**src/rtl/chm_pkg.sv**
```systemverilog
package chm_pkg;

   typedef enum logic [1:0] {
      STRUCT_1X     = 2'b00,
      STRUCT_2X     = 2'b01,
      STRUCT_4X     = 2'b10,
      STRUCT_1X_ALT = 2'b11
   } chm_struct_e;

   localparam int unsigned CHM_MAX_LINE_BITS = 2;

   // log2 of the number of lines a structure code selects
   function automatic logic [1:0] line_bits_of(input chm_struct_e s);
      case (s)
         STRUCT_2X: return 2'd1;
         STRUCT_4X: return 2'd2;
         default:   return 2'd0;
      endcase
   endfunction

endpackage

```
**src/rtl/chm_geom.sv**
```systemverilog
module chm_geom #(
   parameter int unsigned ADDR_W = 6,
   parameter int unsigned LINE_W = 2,
   localparam int unsigned CB_W = $clog2(ADDR_W + 1)
) (
   input  chm_pkg::chm_struct_e mode,
   output logic [ADDR_W-1:0]    col_mask,
   output logic [LINE_W-1:0]    row_mask,
   output logic [CB_W-1:0]      col_bits
);
   import chm_pkg::*;

   if (ADDR_W <= LINE_W) begin : g_bad_width
      $error("chm_geom: ADDR_W must exceed LINE_W");
   end
   if (LINE_W != CHM_MAX_LINE_BITS) begin : g_bad_lines
      $error("chm_geom: LINE_W must match the structure code range");
   end

   logic [ADDR_W-1:0] col_tab [LINE_W+1];
   logic [LINE_W-1:0] row_tab [LINE_W+1];
   logic [CB_W-1:0]   cb_tab  [LINE_W+1];

   for (genvar k = 0; k <= LINE_W; k++) begin : g_tab
      assign col_tab[k] = ADDR_W'((64'd1 << (ADDR_W - k)) - 64'd1);
      assign row_tab[k] = LINE_W'((64'd1 << k) - 64'd1);
      assign cb_tab[k]  = CB_W'(ADDR_W - k);
   end

   logic [1:0] lb;
   assign lb = line_bits_of(mode);

   always_comb begin
      col_mask = '0;
      row_mask = '0;
      col_bits = CB_W'(ADDR_W);
      for (int k = 0; k <= int'(LINE_W); k++) begin
         if (int'(lb) == k) begin
            col_mask = col_tab[k];
            row_mask = row_tab[k];
            col_bits = cb_tab[k];
         end
      end
   end

endmodule

```
**src/rtl/chm_wrap_ctr.sv**
```systemverilog
module chm_wrap_ctr #(
   parameter int unsigned W = 6
) (
   input  logic         clk,
   input  logic         rst_n,
   input  logic         clear,
   input  logic         inc,
   input  logic         dec,
   input  logic [W-1:0] mask,
   output logic [W-1:0] value
);

   if (W < 1) begin : g_bad_w
      $error("chm_wrap_ctr: W must be at least 1");
   end

   always_ff @(posedge clk or negedge rst_n) begin
      if (!rst_n)       value <= '0;
      else if (clear)   value <= '0;
      else if (inc)     value <= (value + W'(1)) & mask;
      else if (dec)     value <= (value - W'(1)) & mask;
   end

   AST_CTR_EXCL: assert property (@(posedge clk) disable iff (!rst_n)
      !(inc && dec));

   AST_CTR_IN_RANGE: assert property (@(posedge clk) disable iff (!rst_n)
      (value & ~mask) == '0);

   AST_CTR_CLEAR: assert property (@(posedge clk) disable iff (!rst_n)
      clear |=> value == '0);

   AST_CTR_STEP_UP: assert property (@(posedge clk) disable iff (!rst_n)
      (inc && !clear) |=> value == (($past(value) + W'(1)) & $past(mask)));

   AST_CTR_STEP_DN: assert property (@(posedge clk) disable iff (!rst_n)
      (dec && !clear) |=> value == (($past(value) - W'(1)) & $past(mask)));

   AST_CTR_HOLD: assert property (@(posedge clk) disable iff (!rst_n)
      (!inc && !dec && !clear) |=> $stable(value));

endmodule

```
**src/rtl/chm_addr_calc.sv**
```systemverilog
module chm_addr_calc #(
   parameter int unsigned ADDR_W = 6,
   parameter int unsigned LINE_W = 2,
   localparam int unsigned CB_W = $clog2(ADDR_W + 1)
) (
   input  logic [ADDR_W-1:0] digit,
   input  logic [LINE_W-1:0] line,
   input  logic [ADDR_W-1:0] h_off,
   input  logic [LINE_W-1:0] v_off,
   input  logic [ADDR_W-1:0] base,
   input  logic [ADDR_W-1:0] col_mask,
   input  logic [LINE_W-1:0] row_mask,
   input  logic [CB_W-1:0]   col_bits,
   output logic [ADDR_W-1:0] addr
);

   logic [ADDR_W-1:0] col_sum;
   logic [LINE_W-1:0] base_row;
   logic [LINE_W-1:0] row_sum;

   always_comb begin
      // power-of-two line lengths: masking after a natural-width add is the modulo
      col_sum  = (digit + base + h_off) & col_mask;
      base_row = LINE_W'(base >> col_bits);
      row_sum  = (line + base_row + v_off) & row_mask;
      addr     = col_sum | (ADDR_W'(row_sum) << col_bits);
   end

endmodule

```
**src/rtl/chm_scroll_mapper.sv**
```systemverilog
module chm_scroll_mapper #(
   parameter int unsigned ADDR_W        = 6,
   parameter int unsigned LINE_W        = 2,
   parameter int unsigned NARROW_DIGITS = 16,
   parameter int unsigned WIDE_DIGITS   = 13
) (
   input  logic              clk,
   input  logic              rst_n,
   input  logic [1:0]        cfg_struct,
   input  logic              font_wide,
   input  logic              step_left,
   input  logic              step_right,
   input  logic              step_up,
   input  logic              step_down,
   input  logic              base_load,
   input  logic [ADDR_W-1:0] base_value,
   input  logic [ADDR_W-1:0] digit_idx,
   input  logic [LINE_W-1:0] line_idx,
   output logic [ADDR_W-1:0] char_addr,
   output logic              in_window
);
   import chm_pkg::*;

   localparam int unsigned CB_W = $clog2(ADDR_W + 1);
   localparam logic [ADDR_W:0] NARROW_LIM = (ADDR_W + 1)'(NARROW_DIGITS);
   localparam logic [ADDR_W:0] WIDE_LIM   = (ADDR_W + 1)'(WIDE_DIGITS);

   if (WIDE_DIGITS > NARROW_DIGITS || NARROW_DIGITS > (1 << ADDR_W)) begin : g_bad_window
      $error("chm_scroll_mapper: window sizes out of range");
   end

   chm_struct_e       struct_q;
   logic [ADDR_W-1:0] base_q;
   logic [ADDR_W-1:0] h_off;
   logic [LINE_W-1:0] v_off;
   logic [ADDR_W-1:0] col_mask;
   logic [LINE_W-1:0] row_mask;
   logic [CB_W-1:0]   col_bits;
   logic              mode_change;
   logic              h_inc, h_dec, v_inc, v_dec;

   assign mode_change = (cfg_struct != struct_q);
   assign h_inc = step_left  & ~step_right;
   assign h_dec = step_right & ~step_left;
   assign v_inc = step_up    & ~step_down;
   assign v_dec = step_down  & ~step_up;

   always_ff @(posedge clk or negedge rst_n) begin
      if (!rst_n) begin
         struct_q <= STRUCT_1X;
         base_q   <= '0;
      end else begin
         struct_q <= chm_struct_e'(cfg_struct);
         if (base_load) base_q <= base_value;
      end
   end

   chm_geom #(.ADDR_W(ADDR_W), .LINE_W(LINE_W)) u_geom (
      .mode     (struct_q),
      .col_mask (col_mask),
      .row_mask (row_mask),
      .col_bits (col_bits)
   );

   chm_wrap_ctr #(.W(ADDR_W)) u_hctr (
      .clk   (clk),
      .rst_n (rst_n),
      .clear (mode_change),
      .inc   (h_inc),
      .dec   (h_dec),
      .mask  (col_mask),
      .value (h_off)
   );

   chm_wrap_ctr #(.W(LINE_W)) u_vctr (
      .clk   (clk),
      .rst_n (rst_n),
      .clear (mode_change),
      .inc   (v_inc),
      .dec   (v_dec),
      .mask  (row_mask),
      .value (v_off)
   );

   chm_addr_calc #(.ADDR_W(ADDR_W), .LINE_W(LINE_W)) u_calc (
      .digit    (digit_idx),
      .line     (line_idx),
      .h_off    (h_off),
      .v_off    (v_off),
      .base     (base_q),
      .col_mask (col_mask),
      .row_mask (row_mask),
      .col_bits (col_bits),
      .addr     (char_addr)
   );

   assign in_window = {1'b0, digit_idx} < (font_wide ? WIDE_LIM : NARROW_LIM);

   AST_BASE_LOAD: assert property (@(posedge clk) disable iff (!rst_n)
      base_load |=> base_q == $past(base_value));

   AST_BASE_HOLD: assert property (@(posedge clk) disable iff (!rst_n)
      !base_load |=> $stable(base_q));

   AST_ONE_LINE_NO_V: assert property (@(posedge clk) disable iff (!rst_n)
      (struct_q == STRUCT_1X || struct_q == STRUCT_1X_ALT) |-> v_off == '0);

   AST_CANCEL_H: assert property (@(posedge clk) disable iff (!rst_n)
      (step_left && step_right && !mode_change) |=> $stable(h_off));

   AST_CANCEL_V: assert property (@(posedge clk) disable iff (!rst_n)
      (step_up && step_down && !mode_change) |=> $stable(v_off));

   AST_MODE_CLEAR: assert property (@(posedge clk) disable iff (!rst_n)
      mode_change |=> (h_off == '0 && v_off == '0));

endmodule

```
**config.mk**
```make
export PLATFORM = sky130hd
export DESIGN_NAME = chm_scroll_mapper
export DESIGN_NICKNAME = d
export VERILOG_FILES = /design/src/rtl/chm_pkg.sv /design/src/rtl/chm_geom.sv /design/src/rtl/chm_wrap_ctr.sv /design/src/rtl/chm_addr_calc.sv /design/src/rtl/chm_scroll_mapper.sv
export SDC_FILE = /design/constraint.sdc
export NUM_CORES = 1
export LEC_CHECK = 0
export ABC_AREA = 1
export BUFFER_PORTS_ARGS = -buffer_cell sky130_fd_sc_hd__buf_2
export CAP_MARGIN = 0
export CELL_PAD_IN_SITES_DETAIL_PLACEMENT = 0
export CELL_PAD_IN_SITES_GLOBAL_PLACEMENT = 1
export CORE_ASPECT_RATIO = 0.8
export CORE_MARGIN = 2
export CORE_UTILIZATION = 39
export CTS_BUF_LIST = sky130_fd_sc_hd__clkbuf_16
export CTS_CLUSTER_DIAMETER = 100
export DETAILED_ROUTE_END_ITERATION = 12
export PLACE_DENSITY_LB_ADDON = 0.1
export SYNTH_ARGS = -nofsm -noshare
export SYNTH_HDL_FRONTEND = slang
export SYNTH_SLANG_ARGS = --single-unit
```
**constraint.sdc**
```tcl
create_clock -name clk -period 3.7 [get_ports clk]
set_input_delay 0.925 -clock clk [delete_from_list [all_inputs] [get_ports clk]]
set_output_delay 0.925 -clock clk [all_outputs]
set_load 0.005 [all_outputs]
```
== After elaboration in Yosys (flattened, before gate mapping) ==
Index checks and enable logic that the tools add are counted.
W data, S select, Z words.
Word-level totals
  input bits: 24
  flip-flop bits (word level): 16
  output and inout bits: 7
  word-level logic and storage cells: 53
Operators by class
  shifts and indexed selects: 2
  bitwise operators: 15
  add/sub/neg operators: 8
  equality and inequality tests: 5
  mux-type cells: 15
  $lt $le $gt $ge: 1
  reduce and logical (&&, ||, !) cells: 3
Operator list (count)
  $mux W6: 6
  $and A6 B6 Y6: 3
  $add A6 B6 Y6: 2
  $mux W2: 6
  $add A6 B1 Y6 const B: 1
  $and A2 B2 Y2: 3
  $eq A2 B2 Y1 const B: 3
  $lt A6 B5 Y1: 1
  $or A6 B6 Y6: 1
  $reduce_bool A3 Y1: 2
  $shl A2 B3 Y6: 1
  $shr A6 B3 Y2: 1
  $sub A6 B1 Y6 const B: 1
  $mux W5: 1
  $add A2 B2 Y2: 2
  $and A1 B1 Y1: 4
  $not A1 Y1: 4
  $pmux W2 S2: 1
  $add A2 B1 Y2 const B: 1
  $eq A2 B1 Y1 const B: 1
  $logic_not A2 Y1: 1
  $ne A2 B2 Y1: 1
  $sub A2 B1 Y2 const B: 1
  $mux W1: 1

== Depth between registers and ports, before layout ==
  depth in word-level cells: 11
  depth in mapped cells: 14
  depth with buffers taken out: 14

== By module ==
From an unflattened synthesis, not the netlist that was laid out.
Unflattened totals
  cell total of the unflattened synthesis: 241
  area, all modules: 1742.9 µm²
Modules (own cells, without submodules)
  chm_addr_calc: cells each 95, area an instance 600.6 µm², sequential area each 0.0 µm², times used 1
  chm_wrap_ctr at u_hctr: cells each 70, area an instance 476.7 µm², sequential area each 150.1 µm², times used 1
  chm_scroll_mapper: cells each 40, area an instance 432.9 µm², sequential area each 200.2 µm², times used 1
  chm_wrap_ctr at u_vctr: cells each 21, area an instance 131.4 µm², sequential area each 50.0 µm², times used 1
  chm_geom: cells each 15, area an instance 101.3 µm², sequential area each 0.0 µm², times used 1

== Worst setup path after synthesis ==
Ideal clock, no wire load.
  path kind: input port to output port
  start: in digit_idx[1]
  end: out char_addr[5]
  stages: 11
  arrival: 2.433 ns
  slack: 0.342 ns
  path buffers: 0
  cells stage by stage: inv_1 -> fa_1 -> inv_1 -> ha_1 -> inv_1 -> fa_1 -> nor2_1 -> nor2_1 -> nand3_1 -> nand3_1 -> nand2_1
Between the ends
  longest elaborated chain between the ends: 4
Ends and longest elaborated chain
  from (decl): RTL line chm_scroll_mapper.sv:17  | input logic [ADDR_W-1:0] digit_idx,
  $add A6 B6 Y6 (2 in a row): RTL line chm_addr_calc.sv:23  | col_sum = (digit + base + h_off) & col_mask;
  $and A6 B6 Y6: RTL line chm_addr_calc.sv:23
  $or A6 B6 Y6: RTL line chm_addr_calc.sv:26  | addr = col_sum | (ADDR_W'(row_sum) << col_bits);
  to (decl): RTL line chm_scroll_mapper.sv:19  | output logic [ADDR_W-1:0] char_addr,
No other way between the ends.

== Worst setup path after layout ==
Same ends and word-level chain as after synthesis.

==> metrics.txt <==
vias in the first global route=1,137; Fin. Hold Viols=0; Setup CP Type=in -> out; unrepaired setup endpoints after global routing=no; initial DRC count=29; r2r setup slk=2.13 ns; core area=0.00375 mm2; FF+latch count, synth=16; Crit path required time=2.77 ns; DR pass1 iterations=4; RR Endpoint=u_hctr.value[4]; Simple-Gate Fraction of Synth Area=0.274; Inst Count DP=283; CTS Sinks=16; GRT Overall Usage=0.159; Setup TNS Final=0 ns; complex-gate fraction of the synthesized area=0.0603; DRT Wirelength=3030 um; Worst Min Path Start=u_hctr.value[5]; Placer Congestion=0.786; vias=1,277; post-synth cell types=23; CTS buffer count=3; Slew Limit Headroom=0.763; sequential area share after synthesis=0.264; Non-Filler Instances=287; vias per inst=4.45; Worst-Margin Slew=0.356 ns; max-cap viol count=0; global-route wire length before repair=5220 um; Root Driver=clkbuf_16; Layout Nets=289; H-tree depth=1; Initial Util=0.403; pre-CTS setup slack=0.0710 ns; reg2reg start=u_hctr.value[0]; final worst slack=0.147 ns; WHS Endpoint=u_hctr.value[5]; adder-cell share of the synthesized area=0.213; die width=73.7 um; Worst path most repeated cell=inv_1; Gate Count Post-Synth=212; crit path time final=3.55 ns; net count after synthesis=257; met3 Track Usage GR=0.0270; critical path's top delay family=adder cells; status=complete, no violations; Hold Crit Depth=2; R2R depth=8; ANT nets after route=0; max incr delay on CP=0.46 ns; Syn Std Cell Area=0.00151 mm2; final core occ=0.477; fmax=281 MHz; maximum clock path buffer count=2; PwrDens=371 mW/mm2; Worst setup EP type=primary output; buffers and inverters on the worst path=6; startpoint type of the worst setup path=input port; GR Util met2=0.226; die height=59.7 um; largest family of logic cells by synthesized area=simple AND/OR/NAND/NOR gates; row cnt=20; critical path peak fanout=2; initial antenna violation count=0; critical path data arrival time=2.63 ns; CTS tree=yes; share of cells above drive strength 1=0.189; Final period util=0.960; worst clock skew=0.00426 ns; synth warn=0; worst skew pair latency=0.24 ns; Leak=0.00106 uW; Hold Crit Class=reg -> reg; Detailed Place HPWL=2680 um; GR Util met1=0.246; Mean Syn Cell Area=7.14 um2; GRT busiest layer=met1; Pins Over Slew Limit=0; DRC viols=0; Synth Area in XOR/XNOR=0.0347; Ant. Diodes=0; grt total ovfl=0; clk slew on worst S/H paths=0.05 ns; area grow syn2layout=18.2%; Slowest cell on crit path=fa_1; largest net degree at the start of global routing=17; Setup Viol. Count Final=0; post-synthesis mux area share=0.0223; die area=0.00440 mm2; routed length per instance=10.6 um; total power=664 uW; I/O Buffers=30; maximum VDD drop=0.000202 V; critical path, cell by cell=buf_2 -> inv_1 -> fa_1 -> inv_1 -> ha_1 -> inv_1 -> fa_2 -> nor2_2 -> nor2_1 -> inv_1 -> nand2_1 -> nand3_1 -> nand2_1 -> buf_2; io pins=31
==> worst max-delay path by stage <==
stage          slack [ns]  cells after the start           end         start
6_report             0.15                     14  char_addr[5]  digit_idx[1]
3_3_place_gp         0.09                     14  char_addr[5]  digit_idx[1]
5_1_grt              0.03                     14  char_addr[5]  digit_idx[1]
3_5_place_dp         0.07                     14  char_addr[5]  digit_idx[1]
2_1_floorplan        0.34                     11  char_addr[5]  digit_idx[1]
4_1_cts              0.07                     14  char_addr[5]  digit_idx[1]
==> where the power goes <==
| group | internal, uW | switching (uW) |
|---|---|---|
| registers | 190 | 14.2 |
| clock network | 143 | 64.9 |
| logic | 112 | 140 |
==> through the flow <==
stage / cell area, um2 / hold slack [ns]
3_3_place_gp: 1710 / 0.522
4_1_cts: 1780 / 0.539
3_5_place_dp: 1710 / 0.527
6_report: 1790 / 0.543
2_1_floorplan: 1510 / 0.480
5_1_grt: 1790 / 0.566
==> state kept, by name, indices dropped and copies added, names as in the netlist <==
name	count
u_vctr.value	2
struct_q	2
base_q	6
u_hctr.value	6
==> tightest hold or removal path: stages, from the launching register on <==
cell and delay (ns):
dfrtp_1 0.39, nand2_1 0.07, nand2_1 0.05
==> per-layer routing <==
metal,up-vias,wire length [um],share of wire
li1,708,-,-
met1,556,1700,0.56
met2,11,1260,0.42
met3,2,46,0.015
met4,0,27,0.0089
met5,-,0,0
==> timing repair <==
action                     4_1_cts  5_1_grt
resized for setup                0        2
hold buffers                     0        0
setup endpoints to repair        0        1
setup buffers                    0        0
==> cell usage after synthesis (all sizes together) <==
library cell	instances	area, um2
ha	13	163
buf	2	10.0
clkbuf	1	3.75
nand3	15	80.1
mux2	3	33.8
or2	1	6.26
nand4	2	12.5
o21ai	9	48.8
inv	49	184
nand3b	2	15.0
o31ai	1	7.51
xor2	3	26.3
xnor2	3	26.3
nor2	9	41.3
nand2	68	260
fa	8	160
a21oi	7	35.0
dfrtp	16	400
==> logic make-up after synthesis <==
family / Yosys count
mux: 3
flops: 16
compound gates: 17
fa+ha+maj: 21
buf+inv: 52
simple gates: 97
xor+xnor: 6
==> placed cells by master (no fill, tap or decap), drive strengths merged <==
| cell type | synthesis | routed |
|---|---|---|
| mux2 | 3 | 3 |
| a21oi | 7 | 7 |
| xnor2 | 3 | 3 |
| nand3b | 2 | 2 |
| clkbuf | 1 | 3 |
| nand2 | 68 | 68 |
| nor2 | 9 | 9 |
| clkinv | 0 | 1 |
| nand4 | 2 | 2 |
| or2 | 1 | 1 |
| xor2 | 3 | 3 |
| inv | 49 | 49 |
| dfrtp | 16 | 16 |
| o21ai | 9 | 9 |
| buf | 2 | 30 |
| fa | 8 | 8 |
| nand3 | 15 | 15 |
| o31ai | 1 | 1 |
| ha | 13 | 13 |
==> final cells by class <==
| type | instances | area [um2] |
|---|---|---|
| Fill cell | 397 | 1960 |
| Multi-Input combinational cell | 144 | 921 |
| Sequential cell | 16 | 400 |
| Inverter | 49 | 184 |
| Timing Repair Buffer | 30 | 150 |
| Clock buffer | 3 | 75.1 |
| Tap cell | 44 | 55.1 |
| Clock inverter | 1 | 3.75 |
(Power assumes the default switching activity.)
